[src/rtl/dma_req_pkg.sv]
package dma_req_pkg;

   // Direction selector used to pick the trigger variant.
   typedef enum logic {
      DIR_RX = 1'b0,
      DIR_TX = 1'b1
   } dir_e;

   // A single/burst request pair.
   typedef struct packed {
      logic single;
      logic burst;
   } req_pair_t;

   // Bits needed to hold a fill count from 0 to depth inclusive.
   function automatic int unsigned level_width(input int unsigned depth);
      return $clog2(depth + 1);
   endfunction

   // Bits needed for a watermark field encoding burst lengths 1..depth.
   function automatic int unsigned wmark_width(input int unsigned depth);
      return (depth > 1) ? $clog2(depth) : 1;
   endfunction

endpackage

[src/rtl/dma_req_trigger.sv]
module dma_req_trigger
   import dma_req_pkg::*;
#(
   parameter int unsigned DEPTH = 8,
   parameter dir_e        DIR   = DIR_RX,
   localparam int unsigned CNT_W = level_width(DEPTH),
   localparam int unsigned WM_W  = wmark_width(DEPTH)
) (
   input  logic [CNT_W-1:0] level,
   input  logic [WM_W-1:0]  wmark,
   output req_pair_t        cond
);

   localparam logic [CNT_W:0] FULL_X = (CNT_W+1)'(DEPTH);

   // Burst length in entries: field value plus one.
   logic [CNT_W:0] blen_x;
   logic [CNT_W:0] level_x;
   logic           single_c;
   logic           burst_c;

   assign blen_x  = (CNT_W+1)'(wmark) + (CNT_W+1)'(1);
   assign level_x = {1'b0, level};

   generate
      if (DIR == DIR_RX) begin : g_rx
         // Drain side: count filled entries.
         assign single_c = (level_x != '0);
         assign burst_c  = (level_x >= blen_x);
      end else begin : g_tx
         // Fill side: count free slots, i.e. DEPTH - level >= burst length.
         assign single_c = (level_x < FULL_X);
         assign burst_c  = ((level_x + blen_x) <= FULL_X);
      end
   endgenerate

   assign cond = '{single: single_c, burst: burst_c};

endmodule

[src/rtl/dma_req_hold.sv]
module dma_req_hold
   import dma_req_pkg::*;
(
   input  logic      clk,
   input  logic      rst_n,
   input  logic      active,
   input  logic      clr,
   input  req_pair_t cond,
   output req_pair_t req
);

   logic s_q, b_q;
   logic s_nxt, b_nxt;

   always_comb begin
      s_nxt = s_q;
      b_nxt = b_q;
      if (!active || clr) begin
         s_nxt = 1'b0;
         b_nxt = 1'b0;
      end else begin
         s_nxt = s_q | cond.single;
         b_nxt = b_q | cond.burst;
      end
   end

   always_ff @(posedge clk or negedge rst_n) begin
      if (!rst_n) begin
         s_q <= 1'b0;
         b_q <= 1'b0;
      end else begin
         s_q <= s_nxt;
         b_q <= b_nxt;
      end
   end

   assign req = '{single: s_q & active, burst: b_q & active};


   single_sticky_chk: assert property (@(posedge clk) disable iff (!rst_n)
      (s_q && active && !clr) |=> s_q);


   burst_sticky_chk: assert property (@(posedge clk) disable iff (!rst_n)
      (b_q && active && !clr) |=> b_q);


   clear_drop_chk: assert property (@(posedge clk) disable iff (!rst_n)
      clr |=> (!s_q && !b_q));


   single_cause_chk: assert property (@(posedge clk) disable iff (!rst_n)
      $rose(s_q) |-> $past(cond.single));


   burst_cause_chk: assert property (@(posedge clk) disable iff (!rst_n)
      $rose(b_q) |-> $past(cond.burst));

endmodule

[src/rtl/dma_fifo_req.sv]
module dma_fifo_req
   import dma_req_pkg::*;
#(
   parameter int unsigned DEPTH = 8,
   localparam int unsigned CNT_W = level_width(DEPTH),
   localparam int unsigned WM_W  = wmark_width(DEPTH)
) (
   input  logic             clk,
   input  logic             rst_n,
   input  logic             if_en,
   input  logic             rx_dma_en,
   input  logic             tx_dma_en,
   input  logic [CNT_W-1:0] rx_level,
   input  logic [CNT_W-1:0] tx_level,
   input  logic [WM_W-1:0]  rx_wmark,
   input  logic [WM_W-1:0]  tx_wmark,
   input  logic             rx_clr,
   input  logic             tx_clr,
   output logic             rx_sreq,
   output logic             rx_breq,
   output logic             tx_sreq,
   output logic             tx_breq
);

   // Elaboration checks: the watermark field must map exactly onto 1..DEPTH.
   generate
      if (DEPTH < 2) begin : g_bad_depth
         $error("dma_fifo_req: DEPTH must be at least 2");
      end
      if ((DEPTH & (DEPTH - 1)) != 0) begin : g_bad_pow2
         $error("dma_fifo_req: DEPTH must be a power of two");
      end
   endgenerate

   logic      rx_active, tx_active;
   req_pair_t rx_cond, tx_cond;
   req_pair_t rx_req, tx_req;

   assign rx_active = if_en & rx_dma_en;
   assign tx_active = if_en & tx_dma_en;

   dma_req_trigger #(.DEPTH(DEPTH), .DIR(DIR_RX)) i_rx_trig (
      .level (rx_level),
      .wmark (rx_wmark),
      .cond  (rx_cond)
   );

   dma_req_trigger #(.DEPTH(DEPTH), .DIR(DIR_TX)) i_tx_trig (
      .level (tx_level),
      .wmark (tx_wmark),
      .cond  (tx_cond)
   );

   dma_req_hold i_rx_hold (
      .clk    (clk),
      .rst_n  (rst_n),
      .active (rx_active),
      .clr    (rx_clr),
      .cond   (rx_cond),
      .req    (rx_req)
   );

   dma_req_hold i_tx_hold (
      .clk    (clk),
      .rst_n  (rst_n),
      .active (tx_active),
      .clr    (tx_clr),
      .cond   (tx_cond),
      .req    (tx_req)
   );

   assign rx_sreq = rx_req.single;
   assign rx_breq = rx_req.burst;
   assign tx_sreq = tx_req.single;
   assign tx_breq = tx_req.burst;


   rx_gate_chk: assert property (@(posedge clk) disable iff (!rst_n)
      !(if_en && rx_dma_en) |-> (!rx_sreq && !rx_breq));


   tx_gate_chk: assert property (@(posedge clk) disable iff (!rst_n)
      !(if_en && tx_dma_en) |-> (!tx_sreq && !tx_breq));


   tx_isolation_chk: assert property (@(posedge clk) disable iff (!rst_n)
      (tx_sreq && !tx_clr && if_en && tx_dma_en) |=> (tx_sreq || !(if_en && tx_dma_en)));


   rx_isolation_chk: assert property (@(posedge clk) disable iff (!rst_n)
      (rx_breq && !rx_clr && if_en && rx_dma_en) |=> (rx_breq || !(if_en && rx_dma_en)));

endmodule

[config.mk]
export PLATFORM = sky130hd
export DESIGN_NAME = dma_fifo_req
export DESIGN_NICKNAME = d
export VERILOG_FILES = /design/src/rtl/dma_req_pkg.sv /design/src/rtl/dma_req_trigger.sv /design/src/rtl/dma_req_hold.sv /design/src/rtl/dma_fifo_req.sv
export SDC_FILE = /design/constraint.sdc
export NUM_CORES = 1
export LEC_CHECK = 0
export CELL_PAD_IN_SITES_DETAIL_PLACEMENT = 1
export CELL_PAD_IN_SITES_GLOBAL_PLACEMENT = 1
export CORE_UTILIZATION = 26
export DETAILED_ROUTE_END_ITERATION = 10
export GPL_TIMING_DRIVEN = 0
export PLACE_DENSITY = 0.72
export SYNTH_ARGS = -nofsm -noshare
export SYNTH_HDL_FRONTEND = slang
export SYNTH_SLANG_ARGS = --single-unit
[constraint.sdc]
create_clock -name clk -period 0.8 [get_ports clk]
set_input_delay 0.12 -clock clk [delete_from_list [all_inputs] [get_ports clk]]
set_output_delay 0.12 -clock clk [all_outputs]
set_load 0.02 [all_outputs]
## Word-level counts from Yosys, hierarchy flattened

Index checks and enable logic that the tools add are counted.

| word-level totals | value |
|---|---|
| flip-flop bits (word level) | 4 |
| input bits | 21 |

| cells by class | value |
|---|---|
| multiplexer cells | 4 |
| $lt $le $gt $ge | 3 |
| reduce and logical (&&, ||, !) cells | 5 |
| add/subtract/negate cells | 3 |
| bitwise gates (word level) | 10 |

Operator list:

| cell | count |
|---|---|
| 3-bit by 1-bit adder with 4-bit output (second input constant) | 2 |
| 1-bit bitwise AND | 6 |
| 4-bit by 5-bit adder with 5-bit output | 1 |
| 4-bit by 5-bit greater-or-equal comparator with 1-bit output | 1 |
| 5-bit by 4-bit less-or-equal comparator with 1-bit output (second input constant) | 1 |
| 5-bit nonzero test | 1 |
| 4-bit less-than comparator (second input constant) | 1 |
| 1-bit two-way mux | 4 |
| 1-bit bitwise OR | 4 |
| 1-bit zero test | 2 |
| 1-bit logical OR | 2 |

## Depth between registers and ports, before layout

| depth | value |
|---|---|
| depth after elaboration | 5 |
| gate-level depth with buffers | 8 |
| mapped depth without buffers | 8 |

## Cells and area by module

A second synthesis with hierarchy kept.

| second synthesis, totals | value |
|---|---|
| cells, all modules | 56 |
| area, all modules | 450.4 sq um |

Modules (own cells, without submodules):

| module | instances | area each (sq um) | cells an instance |
|---|---|---|---|
| dma_req_hold | 2 | 83.8 | 9 |
| dma_req_trigger (i_rx_trig) | 1 | 145.1 | 18 |
| dma_req_trigger (i_tx_trig) | 1 | 125.1 | 18 |
| dma_fifo_req | 1 | 12.5 | 2 |

## Worst setup path before layout

No wires, ideal clock.

| path | value |
|---|---|
| path type | input port to flip-flop |
| start | in tx_wmark[0] |
| end | reg i_tx_hold.b_q |
| setup time | 0.066 ns |
| stages on the path | 7 |
| data arrival time | 1.393 ns |
| path slack | -0.659 ns |
| path through | ha_1 -> inv_1 -> fa_1 -> nor3b_1 -> a21oi_1 -> nor3b_1 -> o31a_1 |

| between the ends | value |
|---|---|
| longest elaborated chain between the ends | 5 |

RTL lines:

| item | RTL line | text |
|---|---|---|
| start: declaration | dma_fifo_req.sv:16 | `input logic [WM_W-1:0] tx_wmark,` |
| 3-bit by 1-bit adder with 4-bit output | dma_req_trigger.sv:22 | `assign blen_x = (CNT_W+1)'(wmark) + (CNT_W+1)'(1);` |
| 4-bit by 5-bit adder with 5-bit output | dma_req_trigger.sv:33 | `assign burst_c = ((level_x + blen_x) <= FULL_X);` |
| 5-bit by 4-bit less-or-equal comparator with 1-bit output | dma_req_trigger.sv:33 |  |
| 1-bit bitwise OR | dma_req_hold.sv:23 | `b_nxt = b_q \| cond.burst;` |
| 1-bit two-way mux | dma_req_hold.sv:18 | `if (!active \|\| clr) begin` |
| named net i_tx_hold.b_nxt | dma_req_hold.sv:13 | `logic s_nxt, b_nxt;` |
| end signal: assignment | dma_req_hold.sv:33 | `b_q <= b_nxt;` |
| end: declaration | dma_req_hold.sv:12 | `logic s_q, b_q;` |

The timed path passes the listed nets, and every way through them passes these cells.

## Worst setup path in the final report

Ends and elaborated chain as after synthesis.

==> flow_summary.yaml <==
run_status:
  status: "finished, violations left"
  violations: "negative setup slack"
die:
  die_area_um2: 1994
  die_w_um: 44.65
  row_count: 15
  io_pins: 25
  start_util: 0.2769
  core-area_um2: 1708
  die_h_um: 44.65
setup_path:
  cp.arrival_ns: 1.43
  required_ns: 0.91
  endpoint_kind: "register"
  r2r_slack_ns: -0.16
  setup.worst_path.start_class: "input port"
  path_class: "input port to register"
  cp_max_fo: 3
synthesis:
  synth-compound-area-share: 0.1402
  syn_inst: 53
  synth_top_family_by_area: "adder cells"
  synthAdderAreaFrac: 0.3069
  synthesis.nets: 85
  post_synth.cell_area_avg_um2: 8.924
  synth_xor_area_frac: 0.03704
  ys_ff_latch: 4
  syn_area_um2: 473.0
  yosys.area_share.simple: 0.2407
  yosysWarnings: 0
  synth_cell_type_count: 21
  muxShareOfSynthArea: 0
  ys_seq_area_frac: 0.2116
clocking:
  cts_made_buffers: 3
  cts.path.max_buffers: 2
  clock-root-buffer: "clkbuf_4"
  worstSkewPairLatency_ns: 0.24
  cts_max_level: 1
  clkTransAtPathRegs_ns: 0.04
  cts_tree: "done"
  cts.sinks: 4
  ctsHoldBuffers: 0
detailed_routing:
  via_per_inst: 4.739
  drt_first_iter_violations: 1
  drc_errors: 0
  drt-total-wl_um: 1725
  ant_nets: 0
  vias: 545
  wl_per_cell_um: 15.00
  drt-pass1-iter-count: 2
worst_hold_path:
  min_path_type: "input port to async pin"
sta:
  layout_setup_ws_ns: -0.5135
  setup_violations: 7
  fin_crit_ns: 1.313
  skew_ns: 0
  slew_viol_final: 0
  tightest_slew_ns: 0.2547
  rsz0062_at_grt: "true"
  finalCritPeriodShare: 1.642
  max_freq_mhz: 761.4
  hold_violations: 0
  finalSetupTns_ns: -1.868
  slew_headroom: 0.8289
job:
  max_cap_viol_count: 0
power:
  sw_frac_of_total: 0.3139
  p_per_area_nw_per_um2: 954.8
  p_leak_nw: 0.4792
  peakVddDrop_uv: 705.1
  combPwrFrac: 0.521
  finalPower_mw: 0.9820
  clock_power_share: 0.259
  internal_power_mw: 0.6738
  power_switching_mw: 0.3082
  seqPwrFrac: 0.221
grt:
  track_usage: 0.1786
  met1_usage: 0.2139
  grt_pass1_wl_um: 2449
  grt_pass1_vias: 531
  grt_overflow: 0
  grt_use_met3: 0.02857
  grt_use_met2: 0.3235
  grt_max_degree: 7
  busiest_layer: "met2"
  antenna_found_initial: 0
cells_and_area:
  area_growth_syn_to_layout_pct: 117.5
  layout.nets: 124
  antenna_cells: 0
  drive_gt1_frac: 0.5333
place:
  gp_congestion: 0.6966
  io_buffers: 24
  hpwl_um: 1057
## power groups by stage
stage | Sequential [mW] | Clock [mW] | Combinational [mW]
2_1_floorplan | 0.217 | 0 | 0.170
3_3_place_gp | 0.219 | 0 | 0.318
3_5_place_dp | 0.220 | 0 | 0.327
4_1_cts | 0.216 | 0.250 | 0.419
5_1_grt | 0.217 | 0.274 | 0.564
6_report | 0.217 | 0.254 | 0.511
## final timing paths
kind                                    start            end  cells after the start
worst max-delay path              tx_wmark[0]  i_tx_hold.b_q                      8
worst min-delay path                    rst_n  i_rx_hold.s_q                      1
worst max register to register  i_rx_hold.b_q  i_rx_hold.b_q                      3
worst min register to register  i_tx_hold.s_q  i_tx_hold.s_q                      2
max in group asynchronous               rst_n  i_tx_hold.s_q                      1
min in group clk                  tx_level[3]  i_tx_hold.s_q                      3
## synth_stat cells
| cell | number | area share |
|---|---|---|
| nand2b_1 | 1 | 0.013 |
| nand2_1 | 2 | 0.016 |
| nor3b_1 | 2 | 0.032 |
| ha_1 | 10 | 0.26 |
| nand3_1 | 1 | 0.011 |
| a2111oi_2 | 1 | 0.032 |
| nor2b_1 | 2 | 0.026 |
| nand4b_1 | 1 | 0.019 |
| a21oi_1 | 4 | 0.042 |
| a21o_1 | 1 | 0.016 |
| and3_1 | 5 | 0.066 |
| a211oi_1 | 1 | 0.016 |
| inv_1 | 8 | 0.063 |
| xor2_1 | 1 | 0.019 |
| fa_1 | 1 | 0.042 |
| xnor2_1 | 1 | 0.019 |
| dfrtp_1 | 4 | 0.21 |
| nor3_1 | 3 | 0.032 |
| o31a_1 | 1 | 0.019 |
| o21bai_1 | 1 | 0.016 |
| nor4_1 | 2 | 0.026 |
## through the flow
| stage | hold slack [ns] | area, um2 | cells | setup slack (ns) | utilization |
|---|---|---|---|---|---|
| after floorplan | -0.1756 | 480.5 | 53 | -0.5959 | - |
| after global placement | 0.3355 | 752.0 | 102 | -1.178 | 0.4403 |
| after detailed placement | 0.3334 | 752.0 | 102 | -1.205 | 0.4403 |
| after CTS | 0.08851 | 933.4 | 114 | -0.5365 | 0.5465 |
| after global routing | 0.09535 | 1028 | 115 | -0.5705 | 0.6022 |
| final | 0.09105 | 1028 | 115 | -0.5135 | 0.6022 |
## cell usage in the layout, fill, tap and decap left out, drive strengths merged, types with 2 or more instances in the layout
master,instances
clkbuf,4
clkdlybuf4s15,2
buf,19
nor4,2
nor2b,2
and3,5
nor3b,2
nor3,3
ha,10
clkdlybuf4s50,4
inv,8
a21oi,4
dlymetal6s2s,3
dlygate4sd2,5
nand2,2
dfrtp,4
## critical path: stages
cell     delay [ns]
buf_8          0.10
ha_4           0.15
xor2_2         0.20
ha_4           0.24
nor3b_4        0.15
a21oi_2        0.11
nor3b_2        0.06
o31a_1         0.29
## cell families after synthesis
family | count (synthesis)
AND/OR/NAND/NOR | 19
adder cells (fa/ha/maj) | 11
flip-flops | 4
AO/OA/AOI/OAI | 9
buffers and inverters | 8
XOR/XNOR | 2
## per-layer routing
layer / routed length, um / vias up
met2: 980 / 15
met1: 673 / 262
met5: 0 / -
met4: 6 / 0
met3: 64 / 2
li1: - / 266
## sequential cells by signal, summed over array words and instances (netlist names)
register       cells
i_rx_hold.b_q      1
i_rx_hold.s_q      1
i_tx_hold.b_q      1
i_tx_hold.s_q      1
## repair_timing
item	CTS	global route
pin swaps	19	16
buffers inserted	10	1
setup endpoints to repair	8	8
resized for setup	76	20
## final cells by class
class / count / area (um2)
flip-flops and latches: 4 / 100.1
repair buffers: 34 / 331.6
clock buffers: 3 / 22.52
inverters: 8 / 32.53
multi-input cells: 41 / 510.5
well taps: 25 / 31.28
fillers: 196 / 679.4
No activity file was read; power rests on OpenSTA's default activity.
